[config.mk]
export PLATFORM = sky130hd
export DESIGN_NAME = stack_engine
export DESIGN_NICKNAME = d
export VERILOG_FILES = /design/src/rtl/stack_pkg.sv /design/src/rtl/stack_ptr.sv /design/src/rtl/stack_seq.sv /design/src/rtl/stack_gather.sv /design/src/rtl/stack_engine.sv
export SDC_FILE = /design/constraint.sdc
export NUM_CORES = 1
export LEC_CHECK = 0
export BUFFER_PORTS_ARGS = -buffer_cell sky130_fd_sc_hd__buf_4
export CORE_MARGIN = 3
export CORE_UTILIZATION = 52
export CTS_BUF_LIST = sky130_fd_sc_hd__clkbuf_4 sky130_fd_sc_hd__clkbuf_8
export DETAILED_ROUTE_END_ITERATION = 8
export PLACE_DENSITY = 0.87
export RECOVER_POWER = 25
export REMOVE_ABC_BUFFERS = 1
export SLEW_MARGIN = 10
export SYNTH_ARGS = -nofsm -noshare
export SYNTH_HDL_FRONTEND = slang
export SYNTH_SLANG_ARGS = --single-unit
[constraint.sdc]
create_clock -name clk -period 3.1 [get_ports clk]
set_input_delay 0.62 -clock clk [delete_from_list [all_inputs] [get_ports clk]]
set_output_delay 0.62 -clock clk [all_outputs]
set_load 0.05 [all_outputs]
[src/rtl/stack_pkg.sv]
package stack_pkg;
  // sequencer phase
  typedef enum logic [1:0] {
    ST_IDLE,
    ST_WR,
    ST_RD,
    ST_DRAIN
  } seq_state_t;

  // which restore sequence produced the gathered bytes
  typedef enum logic [1:0] {
    RK_POP,
    RK_RET,
    RK_IRET
  } rd_kind_t;

  // context frame: two program-counter bytes plus three register bytes
  localparam int PC_BYTES  = 2;
  localparam int REG_BYTES = 3;
  localparam int CTX_BYTES = PC_BYTES + REG_BYTES;
endpackage

[src/rtl/stack_ptr.sv]
module stack_ptr #(
  parameter int PTR_W = 8
) (
  input  logic             clk,
  input  logic             rst_n,
  input  logic             do_dec,
  input  logic             do_inc,
  input  logic             do_rsp,
  input  logic             do_load,
  input  logic [PTR_W-1:0] load_val,
  output logic [PTR_W-1:0] ptr
);

  // low pointer field; modulo arithmetic gives the silent wrap
  always_ff @(posedge clk or negedge rst_n) begin
    if (!rst_n)       ptr <= '1;
    else if (do_rsp)  ptr <= '1;
    else if (do_load) ptr <= load_val;
    else if (do_dec)  ptr <= ptr - 1'b1;
    else if (do_inc)  ptr <= ptr + 1'b1;
  end

  assert_one_update_R12: assert property (@(posedge clk) disable iff (!rst_n)
    $onehot0({do_dec, do_inc, do_rsp, do_load}));

  assert_rsp_top_R5: assert property (@(posedge clk) disable iff (!rst_n)
    do_rsp |=> (ptr == '1));

  assert_dec_wrap_R4: assert property (@(posedge clk) disable iff (!rst_n)
    (do_dec && !do_rsp && !do_load) |=> (ptr == PTR_W'($past(ptr) - 1'b1)));

  assert_inc_wrap_R4: assert property (@(posedge clk) disable iff (!rst_n)
    (do_inc && !do_rsp && !do_load && !do_dec) |=> (ptr == PTR_W'($past(ptr) + 1'b1)));

endmodule

[src/rtl/stack_seq.sv]
module stack_seq
  import stack_pkg::*;
#(
  parameter int DATA_W = 8,
  parameter int PTR_W  = 8
) (
  input  logic                  clk,
  input  logic                  rst_n,
  input  logic                  cmd_rsp,
  input  logic                  cmd_int,
  input  logic                  cmd_call,
  input  logic                  cmd_ret,
  input  logic                  cmd_iret,
  input  logic                  cmd_push,
  input  logic                  cmd_pop,
  input  logic                  cmd_load,
  input  logic [DATA_W-1:0]     push_data,
  input  logic [2*DATA_W-1:0]   pc_in,
  input  logic [DATA_W-1:0]     x_in,
  input  logic [DATA_W-1:0]     a_in,
  input  logic [DATA_W-1:0]     cc_in,
  input  logic [PTR_W-1:0]      ptr,
  output logic                  do_dec,
  output logic                  do_inc,
  output logic                  do_rsp,
  output logic                  do_load,
  output logic                  mem_we,
  output logic                  mem_re,
  output logic [DATA_W-1:0]     mem_wdata,
  output logic                  busy,
  output logic                  cap_en,
  output logic                  fin,
  output rd_kind_t              kind
);

  localparam int BUF_W = CTX_BYTES * DATA_W;
  localparam int CNT_W = $clog2(CTX_BYTES + 1);

  seq_state_t       state;
  logic [CNT_W-1:0] cnt;
  logic [BUF_W-1:0] wbuf;
  logic             idle;
  logic sel_rsp, sel_int, sel_call, sel_ret, sel_iret, sel_push, sel_pop, sel_load;

  assign idle = (state == ST_IDLE);

  // fixed priority, evaluated only while idle; all else is dropped
  always_comb begin
    sel_rsp  = 1'b0;
    sel_int  = 1'b0;
    sel_call = 1'b0;
    sel_ret  = 1'b0;
    sel_iret = 1'b0;
    sel_push = 1'b0;
    sel_pop  = 1'b0;
    sel_load = 1'b0;
    if (idle) begin
      if (cmd_rsp)       sel_rsp  = 1'b1;
      else if (cmd_int)  sel_int  = 1'b1;
      else if (cmd_call) sel_call = 1'b1;
      else if (cmd_ret)  sel_ret  = 1'b1;
      else if (cmd_iret) sel_iret = 1'b1;
      else if (cmd_push) sel_push = 1'b1;
      else if (cmd_pop)  sel_pop  = 1'b1;
      else if (cmd_load) sel_load = 1'b1;
    end
  end

  assign do_rsp    = sel_rsp;
  assign do_load   = sel_load;
  assign do_dec    = (state == ST_WR);
  assign do_inc    = sel_ret || sel_iret || sel_pop ||
                     ((state == ST_RD) && (cnt > CNT_W'(1)));
  assign mem_we    = (state == ST_WR);
  assign mem_re    = (state == ST_RD);
  assign mem_wdata = wbuf[DATA_W-1:0];
  assign busy      = !idle;
  assign fin       = (state == ST_DRAIN);

  always_ff @(posedge clk or negedge rst_n) begin
    if (!rst_n) begin
      state  <= ST_IDLE;
      cnt    <= '0;
      wbuf   <= '0;
      kind   <= RK_POP;
      cap_en <= 1'b0;
    end else begin
      cap_en <= (state == ST_RD);
      unique case (state)
        ST_IDLE: begin
          if (sel_int) begin
            wbuf  <= {cc_in, a_in, x_in, pc_in};
            cnt   <= CNT_W'(CTX_BYTES);
            state <= ST_WR;
          end else if (sel_call) begin
            wbuf  <= BUF_W'(pc_in);
            cnt   <= CNT_W'(PC_BYTES);
            state <= ST_WR;
          end else if (sel_ret) begin
            kind  <= RK_RET;
            cnt   <= CNT_W'(PC_BYTES);
            state <= ST_RD;
          end else if (sel_iret) begin
            kind  <= RK_IRET;
            cnt   <= CNT_W'(CTX_BYTES);
            state <= ST_RD;
          end else if (sel_push) begin
            wbuf  <= BUF_W'(push_data);
            cnt   <= CNT_W'(1);
            state <= ST_WR;
          end else if (sel_pop) begin
            kind  <= RK_POP;
            cnt   <= CNT_W'(1);
            state <= ST_RD;
          end
        end
        ST_WR: begin
          wbuf <= wbuf >> DATA_W;
          cnt  <= cnt - 1'b1;
          if (cnt == CNT_W'(1)) state <= ST_IDLE;
        end
        ST_RD: begin
          cnt <= cnt - 1'b1;
          if (cnt == CNT_W'(1)) state <= ST_DRAIN;
        end
        ST_DRAIN: state <= ST_IDLE;
        default:  state <= ST_IDLE;
      endcase
    end
  end

  assert_pop_inc_first_R3: assert property (@(posedge clk) disable iff (!rst_n)
    (idle && sel_pop) |=> (mem_re && ptr == PTR_W'($past(ptr) + 1'b1)));

  assert_int_pcl_first_R9: assert property (@(posedge clk) disable iff (!rst_n)
    (idle && sel_int) |=> (mem_we && mem_wdata == $past(pc_in[DATA_W-1:0])));

  assert_call_pcl_first_R7: assert property (@(posedge clk) disable iff (!rst_n)
    (idle && sel_call) |=> (mem_we && mem_wdata == $past(pc_in[DATA_W-1:0])));

  assert_busy_ignores_R11: assert property (@(posedge clk) disable iff (!rst_n)
    busy |-> !(do_rsp || do_load));

  assert_no_rw_clash_R2: assert property (@(posedge clk) disable iff (!rst_n)
    !(mem_we && mem_re));

endmodule

[src/rtl/stack_gather.sv]
module stack_gather
  import stack_pkg::*;
#(
  parameter int DATA_W = 8
) (
  input  logic                clk,
  input  logic                rst_n,
  input  logic                cap_en,
  input  logic                fin,
  input  rd_kind_t            kind,
  input  logic [DATA_W-1:0]   mem_rdata,
  output logic                pop_valid,
  output logic [DATA_W-1:0]   pop_data,
  output logic                ret_valid,
  output logic [2*DATA_W-1:0] ret_pc,
  output logic                iret_valid,
  output logic [2*DATA_W-1:0] iret_pc,
  output logic [DATA_W-1:0]   iret_x,
  output logic [DATA_W-1:0]   iret_a,
  output logic [DATA_W-1:0]   iret_cc
);

  localparam int BUF_W = CTX_BYTES * DATA_W;
  localparam int PC_W  = 2 * DATA_W;

  logic [BUF_W-1:0] shreg;
  logic [BUF_W-1:0] nxt;

  // first byte read ends up highest, last byte lowest
  assign nxt = {shreg[BUF_W-DATA_W-1:0], mem_rdata};

  always_ff @(posedge clk or negedge rst_n) begin
    if (!rst_n) begin
      shreg      <= '0;
      pop_valid  <= 1'b0;
      ret_valid  <= 1'b0;
      iret_valid <= 1'b0;
      pop_data   <= '0;
      ret_pc     <= '0;
      iret_pc    <= '0;
      iret_x     <= '0;
      iret_a     <= '0;
      iret_cc    <= '0;
    end else begin
      pop_valid  <= 1'b0;
      ret_valid  <= 1'b0;
      iret_valid <= 1'b0;
      if (cap_en) shreg <= nxt;
      if (fin) begin
        unique case (kind)
          RK_POP: begin
            pop_valid <= 1'b1;
            pop_data  <= nxt[DATA_W-1:0];
          end
          RK_RET: begin
            ret_valid <= 1'b1;
            ret_pc    <= nxt[PC_W-1:0];
          end
          RK_IRET: begin
            iret_valid <= 1'b1;
            iret_pc    <= nxt[PC_W-1:0];
            iret_x     <= nxt[PC_W +: DATA_W];
            iret_a     <= nxt[PC_W+DATA_W +: DATA_W];
            iret_cc    <= nxt[PC_W+2*DATA_W +: DATA_W];
          end
          default: ;
        endcase
      end
    end
  end

  assert_last_capture_R3: assert property (@(posedge clk) disable iff (!rst_n)
    fin |-> cap_en);

  assert_single_result_R10: assert property (@(posedge clk) disable iff (!rst_n)
    $onehot0({pop_valid, ret_valid, iret_valid}));

  assert_pulse_only_R8: assert property (@(posedge clk) disable iff (!rst_n)
    ret_valid |=> !ret_valid);

endmodule

[src/rtl/stack_engine.sv]
module stack_engine
  import stack_pkg::*;
#(
  parameter int                       DATA_W = 8,
  parameter int                       PTR_W  = 8,
  parameter int                       ADDR_W = 16,
  parameter logic [ADDR_W-PTR_W-1:0]  PAGE   = 'h01
) (
  input  logic                clk,
  input  logic                rst_n,
  input  logic                cmd_rsp,
  input  logic                cmd_int,
  input  logic                cmd_call,
  input  logic                cmd_ret,
  input  logic                cmd_iret,
  input  logic                cmd_push,
  input  logic                cmd_pop,
  input  logic                cmd_load,
  input  logic [PTR_W-1:0]    load_val,
  input  logic [DATA_W-1:0]   push_data,
  input  logic [2*DATA_W-1:0] pc_in,
  input  logic [DATA_W-1:0]   x_in,
  input  logic [DATA_W-1:0]   a_in,
  input  logic [DATA_W-1:0]   cc_in,
  output logic [ADDR_W-1:0]   sp,
  output logic                busy,
  output logic [ADDR_W-1:0]   mem_addr,
  output logic [DATA_W-1:0]   mem_wdata,
  output logic                mem_we,
  output logic                mem_re,
  input  logic [DATA_W-1:0]   mem_rdata,
  output logic                pop_valid,
  output logic [DATA_W-1:0]   pop_data,
  output logic                ret_valid,
  output logic [2*DATA_W-1:0] ret_pc,
  output logic                iret_valid,
  output logic [2*DATA_W-1:0] iret_pc,
  output logic [DATA_W-1:0]   iret_x,
  output logic [DATA_W-1:0]   iret_a,
  output logic [DATA_W-1:0]   iret_cc
);

  logic [PTR_W-1:0] ptr;
  logic do_dec, do_inc, do_rsp, do_load;
  logic cap_en, fin;
  rd_kind_t kind;

  stack_ptr #(.PTR_W(PTR_W)) u_ptr (
    .clk      (clk),
    .rst_n    (rst_n),
    .do_dec   (do_dec),
    .do_inc   (do_inc),
    .do_rsp   (do_rsp),
    .do_load  (do_load),
    .load_val (load_val),
    .ptr      (ptr)
  );

  stack_seq #(.DATA_W(DATA_W), .PTR_W(PTR_W)) u_seq (
    .clk       (clk),
    .rst_n     (rst_n),
    .cmd_rsp   (cmd_rsp),
    .cmd_int   (cmd_int),
    .cmd_call  (cmd_call),
    .cmd_ret   (cmd_ret),
    .cmd_iret  (cmd_iret),
    .cmd_push  (cmd_push),
    .cmd_pop   (cmd_pop),
    .cmd_load  (cmd_load),
    .push_data (push_data),
    .pc_in     (pc_in),
    .x_in      (x_in),
    .a_in      (a_in),
    .cc_in     (cc_in),
    .ptr       (ptr),
    .do_dec    (do_dec),
    .do_inc    (do_inc),
    .do_rsp    (do_rsp),
    .do_load   (do_load),
    .mem_we    (mem_we),
    .mem_re    (mem_re),
    .mem_wdata (mem_wdata),
    .busy      (busy),
    .cap_en    (cap_en),
    .fin       (fin),
    .kind      (kind)
  );

  stack_gather #(.DATA_W(DATA_W)) u_gather (
    .clk        (clk),
    .rst_n      (rst_n),
    .cap_en     (cap_en),
    .fin        (fin),
    .kind       (kind),
    .mem_rdata  (mem_rdata),
    .pop_valid  (pop_valid),
    .pop_data   (pop_data),
    .ret_valid  (ret_valid),
    .ret_pc     (ret_pc),
    .iret_valid (iret_valid),
    .iret_pc    (iret_pc),
    .iret_x     (iret_x),
    .iret_a     (iret_a),
    .iret_cc    (iret_cc)
  );

  // the page field is fixed; only the low field moves
  assign sp       = {PAGE, ptr};
  assign mem_addr = {PAGE, ptr};

  assert_result_after_busy_R3: assert property (@(posedge clk) disable iff (!rst_n)
    $rose(pop_valid) |-> $past(busy));

  assert_write_moves_ptr_R2: assert property (@(posedge clk) disable iff (!rst_n)
    mem_we |=> (sp != $past(sp)));

endmodule

==> impl_results.md, run 1 <==
* Worst Setup End Kind: flip-flop
* VDD IR max at 0.649 mV
* Port bufs at 167
* Setup WS post-layout at 0.638 ns
* Synth unique cells at 61
* Area growth syn-to-layout at 24.1%
* Synth top area share at 0.523
* Placer Congestion at 0.824
* Synth warn at 0
* Hold buffer count at cts at 0
* CTS sink count at 155
* Crit path DAT at 2.79 ns
* Failing checks: max-capacitance violations, max-slew violations
* Met3 Use GR at 0.0424
* Clock slew at reported path FFs at 0.08 ns
* Initial antenna violation count at 0
* Worst-Margin Slew at 2.38 ns
* Vias in the first global route at 5340
* TritonCTS Buffers at 17
* Remaining Overflow, GRT at 0
* Effective utilization at floorplan at 0.544
* Dpl cells at 985
* Slowest stage delay, CP at 0.46 ns
* Die W at 122 um
* Count of boundary I/O pins at 184
* Most Crowded Layer GR: met2
* Type of origin of the critical path: flip-flop
* Unrepaired setup endpoints after global routing: no
* DPL Wire Length at 11.4 mm
* Worst path slowest cell: nor2_4
* Mapped Avg Cell Area at 10.3 um2
* Final wirelength at 16.6 mm
* Vias at 5433
* Critical Setup Path Class: reg -> reg
* GR Util All Layers at 0.227
* Cells on worst reg2reg path at 7
* Largest net degree at the start of global routing at 98
* FFs w/ async S/R, synth at 1.00
* Routed wire per std cell at 16.3 um
* Final period utilization at 0.794
* Synth top cells by count: 191 x nand2_1, 147 x dfrtp_1, 48 x mux2_2
* Row count at 41
* Count of state elements after synthesis at 155
* DRT Pass-1 Iters at 5
* Bufs and invs on worst path at 1
* Antenna Nets Post-Route at 0
* Max-Cap Viols at 1
* Chip height at 122 um
* Sequential fraction of the synthesis area at 0.553
* Final Non-Filler Cells at 1016
* Buffers inserted by post-CTS timing repair at 0
* Pwr per Cell Area at 1330 nW/um2
* Ys flop type: dfrtp_1
* Delay-heaviest family, CP: simple AND/OR/NAND/NOR gates
* Slew headroom at -0.587
* Critical path, cell by cell: inv_1 -> ha_1 -> or2b_4 -> nor2_4 -> mux2i_1 -> o21ai_0 -> mux2_2
* WP depth at 7
* Most area-hungry cell type in the Yosys netlist: dfrtp_1
* Root buf cell: clkbuf_8
* Setup TNS at 0 ns
* Core ar. at 12900 um2
* CTS HTree Levels at 4
* Status: complete, but fails checks
* Largest buffer count on any clock path at 2
* Min-delay worst type: in -> reg
* Synth Instances at 680
* Die area at 15000 um2
* Hold Path Depth at 2
* Max Fclk at 406 MHz
* N_diodes at 0
* M2 GR Usage at 0.372
* Min Tclk post-route at 2.46 ns
* Netlist Area Pre-Place at 7030 um2
* Layout net count at 920
* Final instance area at 8730 um2
* First-pass GRT wire length at 26.5 mm
* Most area-consuming cells after synthesis: dfrtp_1 52%, nand2_1 10%, mux2_2 7.7%
* CP required at 3.43 ns
* Worst-Skew Late Latency at 0.44 ns
* Worst Path Max Fanout at 16
* DR iter-0 viols at 421
* Final Setup Violations at 0
* Routing usage on met1 at 0.296
* Most frequent cell after synthesis: nand2_1
* Post-CTS resize count at 0
* Worst clock skew at 0.0119 ns
* DR vias/cell at 5.35
* Pre-CTS setup slack at 0.668 ns
* Fraction of layout cells with a size suffix above 1 at 0.334
* Layout Utilization at 0.675
* Final hold violations at 0
* Slew Limit Fails at 98
* Drt drc at 0
* EDFF count, synth at 0
* CTS tree: done
* Placed cell area at 8300 um2
* LEAKAGE at 4.30 nW
where the power goes:
part           internal (W)  leakage, nW  total (W)  switching, W
clock              0.000925        0.226    0.00165      0.000730
combinational       0.00220         2.18    0.00621       0.00400
sequential          0.00308         1.89    0.00372      0.000643
total               0.00620         4.30     0.0116       0.00538
per-layer routing:
| layer | vias up | share of wire |
|---|---|---|
| li1 | 2550 | - |
| met1 | 2680 | 0.42 |
| met2 | 168 | 0.50 |
| met3 | 35 | 0.045 |
| met4 | 0 | 0.030 |
| met5 | - | 0 |
sequential cells by signal, summed over array words and instances, names as in the netlist:
signal,flops
u_seq.wbuf,40
u_gather.shreg,32
u_gather.iret_pc,16
u_gather.ret_pc,16
u_gather.iret_a,8
u_gather.iret_cc,8
u_gather.iret_x,8
u_gather.pop_data,8
u_ptr.ptr,8
u_seq.cnt,3
u_seq.kind,2
u_seq.state,2
u_gather.iret_valid,1
u_gather.pop_valid,1
u_gather.ret_valid,1
u_seq.cap_en,1
layout make-up:
cell class / instances / area, um2
multi-input cells: 463 / 2780
fillers: 1014 / 4200
clock buffers: 20 / 269
clock inverters: 11 / 166
inverters: 13 / 48.8
flip-flops and latches: 155 / 3890
repair buffers: 182 / 1360
well taps: 172 / 215
final timing paths:
kind	to	start	slack [ns]
worst max-delay path	u_seq.wbuf[1]	u_seq.state[0]	0.64
worst min-delay path	u_seq.wbuf[32]	cc_in[0]	0.39
worst min register to register	u_gather.iret_cc[1]	u_gather.shreg[25]	0.47
min in group asynchronous	u_gather.pop_data[0]	rst_n	0.91
max in group asynchronous	u_gather.iret_pc[7]	rst_n	0.73
worst max register to register	u_seq.wbuf[1]	u_seq.state[0]	0.64
cell families after synthesis:
logic type	Yosys count	synth area share
adder cells (fa/ha/maj)	14	0.0260
AO/OA/AOI/OAI	103	0.0980
multiplexers	61	0.0957
other	2	0.00107
buffers and inverters	76	0.0625
flip-flops	155	0.553
AND/OR/NAND/NOR	266	0.160
XOR/XNOR	3	0.00374
stage by stage:
step	total power, W	hold slack [ns]
after floorplan	0.00810	0.324
after global placement	0.00975	0.448
after detailed placement	0.00995	0.458
after CTS	0.0116	0.285
after global routing	0.0123	0.371
final	0.0116	0.391
cells in the final DEF, fill, tap and decap left out, drive strengths merged, types with 2 or more instances in the layout:
master / instances
xnor2: 2
nor4: 2
a211oi: 2
nand3: 12
a41oi: 2
o21bai: 2
nand3b: 3
buf: 180
clkbuf: 22
nor2b: 3
o21a: 3
o22ai: 2
mux2: 50
inv: 13
nor3: 3
conb: 16
bufinv: 4
clkinv: 7
nor2: 39
nand2: 191
and2: 3
a21o: 2
a31oi: 12
nor3b: 2
a22o: 9
mux2i: 11
and3: 2
dfstp: 8
dfrtp: 147
a22oi: 16
o21ai: 12
a21oi: 30
ha: 13
Power figures use the tool's default switching activity.
==> run 2: changes to the inputs <==
==> constraint.sdc (replaced) <==
create_clock -name clk -period 2.4 [get_ports clk]
set_input_delay 0.48 -clock clk [delete_from_list [all_inputs] [get_ports clk]]
set_output_delay 0.48 -clock clk [all_outputs]
set_load 0.05 [all_outputs]
==> impl_results.md, run 2 (synthesis gave the netlist of run 1 again) <==
* Chip height at 122 um (unchanged)
* Largest buffer count on any clock path at 2 (unchanged)
* Antenna Nets Post-Route at 0 (unchanged)
* Max reg flops at 40 (unchanged)
* Worst Path Max Fanout at 46 (+30)
* Worst hold slack at 0.258 ns (-0.133 ns)
* Largest Register: u_seq.wbuf
* Final instance area at 8720 um2 (about the same)
* Routed wire per std cell at 15.9 um (-2.4%)
* TritonCTS Buffers at 17 (unchanged)
* R2r setup slk at 0.13 ns (-0.51 ns)
* Core ar. at 12900 um2 (unchanged)
* Setup TNS at 0 ns (unchanged)
* Effective utilization at floorplan at 0.544 (unchanged)
* CTS HTree Levels at 4 (unchanged)
* Area growth syn-to-layout at 24.1% (about the same)
* Worst-Margin Slew at 0.979 ns (-1.40 ns)
* Critical Setup Path Class: reg -> out
* Root buf cell: clkbuf_8
* Pwr per Cell Area at 1690 nW/um2 (+28%)
* Unrepaired setup endpoints after global routing: no
* Slew headroom at 0.347 (+0.934)
* Vias at 5475 (+0.77%)
* Hold_sp: mem_rdata[7]
* Pre-CTS setup slack at 0.177 ns (-0.491 ns)
* Final hold violations at 0 (unchanged)
* Worst Setup End Kind: output pin
* DRT Pass-1 Iters at 4 (-1)
* Final Setup Violations at 0 (unchanged)
* FF-to-FF Start: u_seq.state[1]
* Max-Cap Viols at 0 (-1)
* First-pass GRT wire length at 26.1 mm (-1.2%)
* CTS sink count at 155 (unchanged)
* # fillers at 1006 (-0.79%)
* Clock slew at reported path FFs at 0.08 ns (about the same)
* Count of boundary I/O pins at 184 (unchanged)
* DPL Wire Length at 11.6 mm (+1.4%)
* Cells on worst reg2reg path at 9 (+2)
* VDD IR max at 0.950 mV (+46%)
* Vias in the first global route at 5274 (-1.2%)
* Final period utilization at 0.946
* Type of origin of the critical path: flip-flop
* Die area at 15000 um2 (unchanged)
* Final Non-Filler Cells at 1017 (+0.098%)
* Final wirelength at 16.2 mm (-2.3%)
* Max Fclk at 440 MHz
* Worst-Skew Late Latency at 0.44 ns (about the same)
* Most frequent cells in the layout: 191 x nand2_1, 177 x buf_4, 147 x dfrtp_1, 48 x mux2_2, 38 x nor2_1
* Die W at 122 um (unchanged)
* Slew Limit Fails at 0 (-100%)
* Largest regs: u_seq.wbuf x40, u_gather.shreg x32
* Placed cell area at 8350 um2 (+0.60%)
* RR Endpoint: u_ptr.ptr[4]
* Crit path DAT at 1.79 ns (-1.00 ns)
* Fraction of layout cells with a size suffix above 1 at 0.336 (+0.00197)
* Drt drc at 0 (unchanged)
* Largest net degree at the start of global routing at 57 (-42%)
* CP required at 1.92 ns (-1.51 ns)
* N_diodes at 0 (unchanged)
* CTS tree: done
* Slowest stage delay, CP at 0.42 ns (-0.04 ns)
* Dpl cells at 985 (unchanged)
* GR Util All Layers at 0.223 (-0.00386)
* Row count at 41 (unchanged)
* Hold endpoint: u_gather.ret_pc[7]
* Worst path slowest cell: dfrtp_1
* Commonest non-fill, non-tap cell in the layout: nand2_1
* LEAKAGE at 4.28 nW (-0.45%)
* DR vias/cell at 5.38 (+0.67%)
* Initial antenna violation count at 0 (unchanged)
* Status: finished clean
* Remaining Overflow, GRT at 0 (unchanged)
* Hold Path Depth at 3 (+1)
* Port bufs at 167 (unchanged)
* Critical path, cell by cell: inv_1 -> ha_2 -> buf_12 -> buf_4
* Layout net count at 922 (+0.22%)
* Setup WS post-layout at 0.129 ns (-0.509 ns)
* DR iter-0 viols at 366 (-13%)
* Placer Congestion at 0.847 (+2.8%)
* Min Tclk post-route at 2.27 ns
* Min-delay worst type: in -> reg
* Worst clock skew at 0.00919 ns (-0.00271 ns)
## run 2: changes by cell type in the layout (fill, tap and decap cells not counted), sizes merged
cell	before	now
bufinv	4	2
clkinv	7	6
clkinvlp	0	3
dlygate4sd3	0	1
## run 2: timing repair
item	in CTS	in global routing
hold endpoints to repair	28	0
gates resized for setup	2	2
endpoints found under the setup margin	1	5
hold buffers	1	0
pin swaps	0	0
buffers inserted	0	1
## run 2: cell type report
cell class | count | area (um2) | area share
Clock inverter | 11 | 124 | 0.0142
Clock buffer | 19 | 249 | 0.0285
Inverter | 13 | 48.8 | 0.00559
Timing Repair Buffer | 184 | 1420 | 0.163
Multi-Input combinational cell | 463 | 2780 | 0.319
Sequential cell | 155 | 3890 | 0.446
Tap cell | 172 | 215 | 0.0247
## run 2: critical path, delay by kind of cell (launching register included)
kind                       cells  cell delay [ns]
adders and majority gates      1             0.31
DFF                            1             0.42
buffers and inverters          3             0.60
## run 2: report_power, final
group / total, W / internal (W) / switching (W)
clock network: 0.00187 / 0.000934 / 0.000935
registers: 0.00481 / 0.00397 / 0.000834
logic: 0.00811 / 0.00291 / 0.00519
## run 2: metal layers
layer | vias up | GRT usage | part of all wire | wire length [um]
li1 | 2564 | - | - | -
met3 | 32 | 0.0378 | 0.053 | 853
met5 | - | 0 | 0 | 0
met4 | 0 | 0.103 | 0.028 | 456
met2 | 181 | 0.362 | 0.51 | 8280
met1 | 2698 | 0.294 | 0.41 | 6620
## run 2: how the worst max path moves through the flow
stage               depth (start not counted)            end  slack (ns)            from
finish                                      4         mem_we        0.13  u_seq.state[1]
global route                                7  u_seq.wbuf[5]       0.002  u_seq.state[0]
CTS                                         4         mem_we        0.04  u_seq.state[1]
detailed placement                          7  u_seq.wbuf[5]        0.18  u_seq.state[0]
global placement                            7  u_seq.wbuf[2]        0.34  u_seq.state[0]
floorplan                                   5  u_seq.wbuf[0]       -2.43  u_seq.state[1]
## run 2: per-stage QoR
stage           util  power [W]
2_1_floorplan      -     0.0105
3_3_place_gp   0.646     0.0127
3_5_place_dp   0.646     0.0129
4_1_cts        0.676     0.0148
5_1_grt        0.675     0.0157
6_report       0.675     0.0148
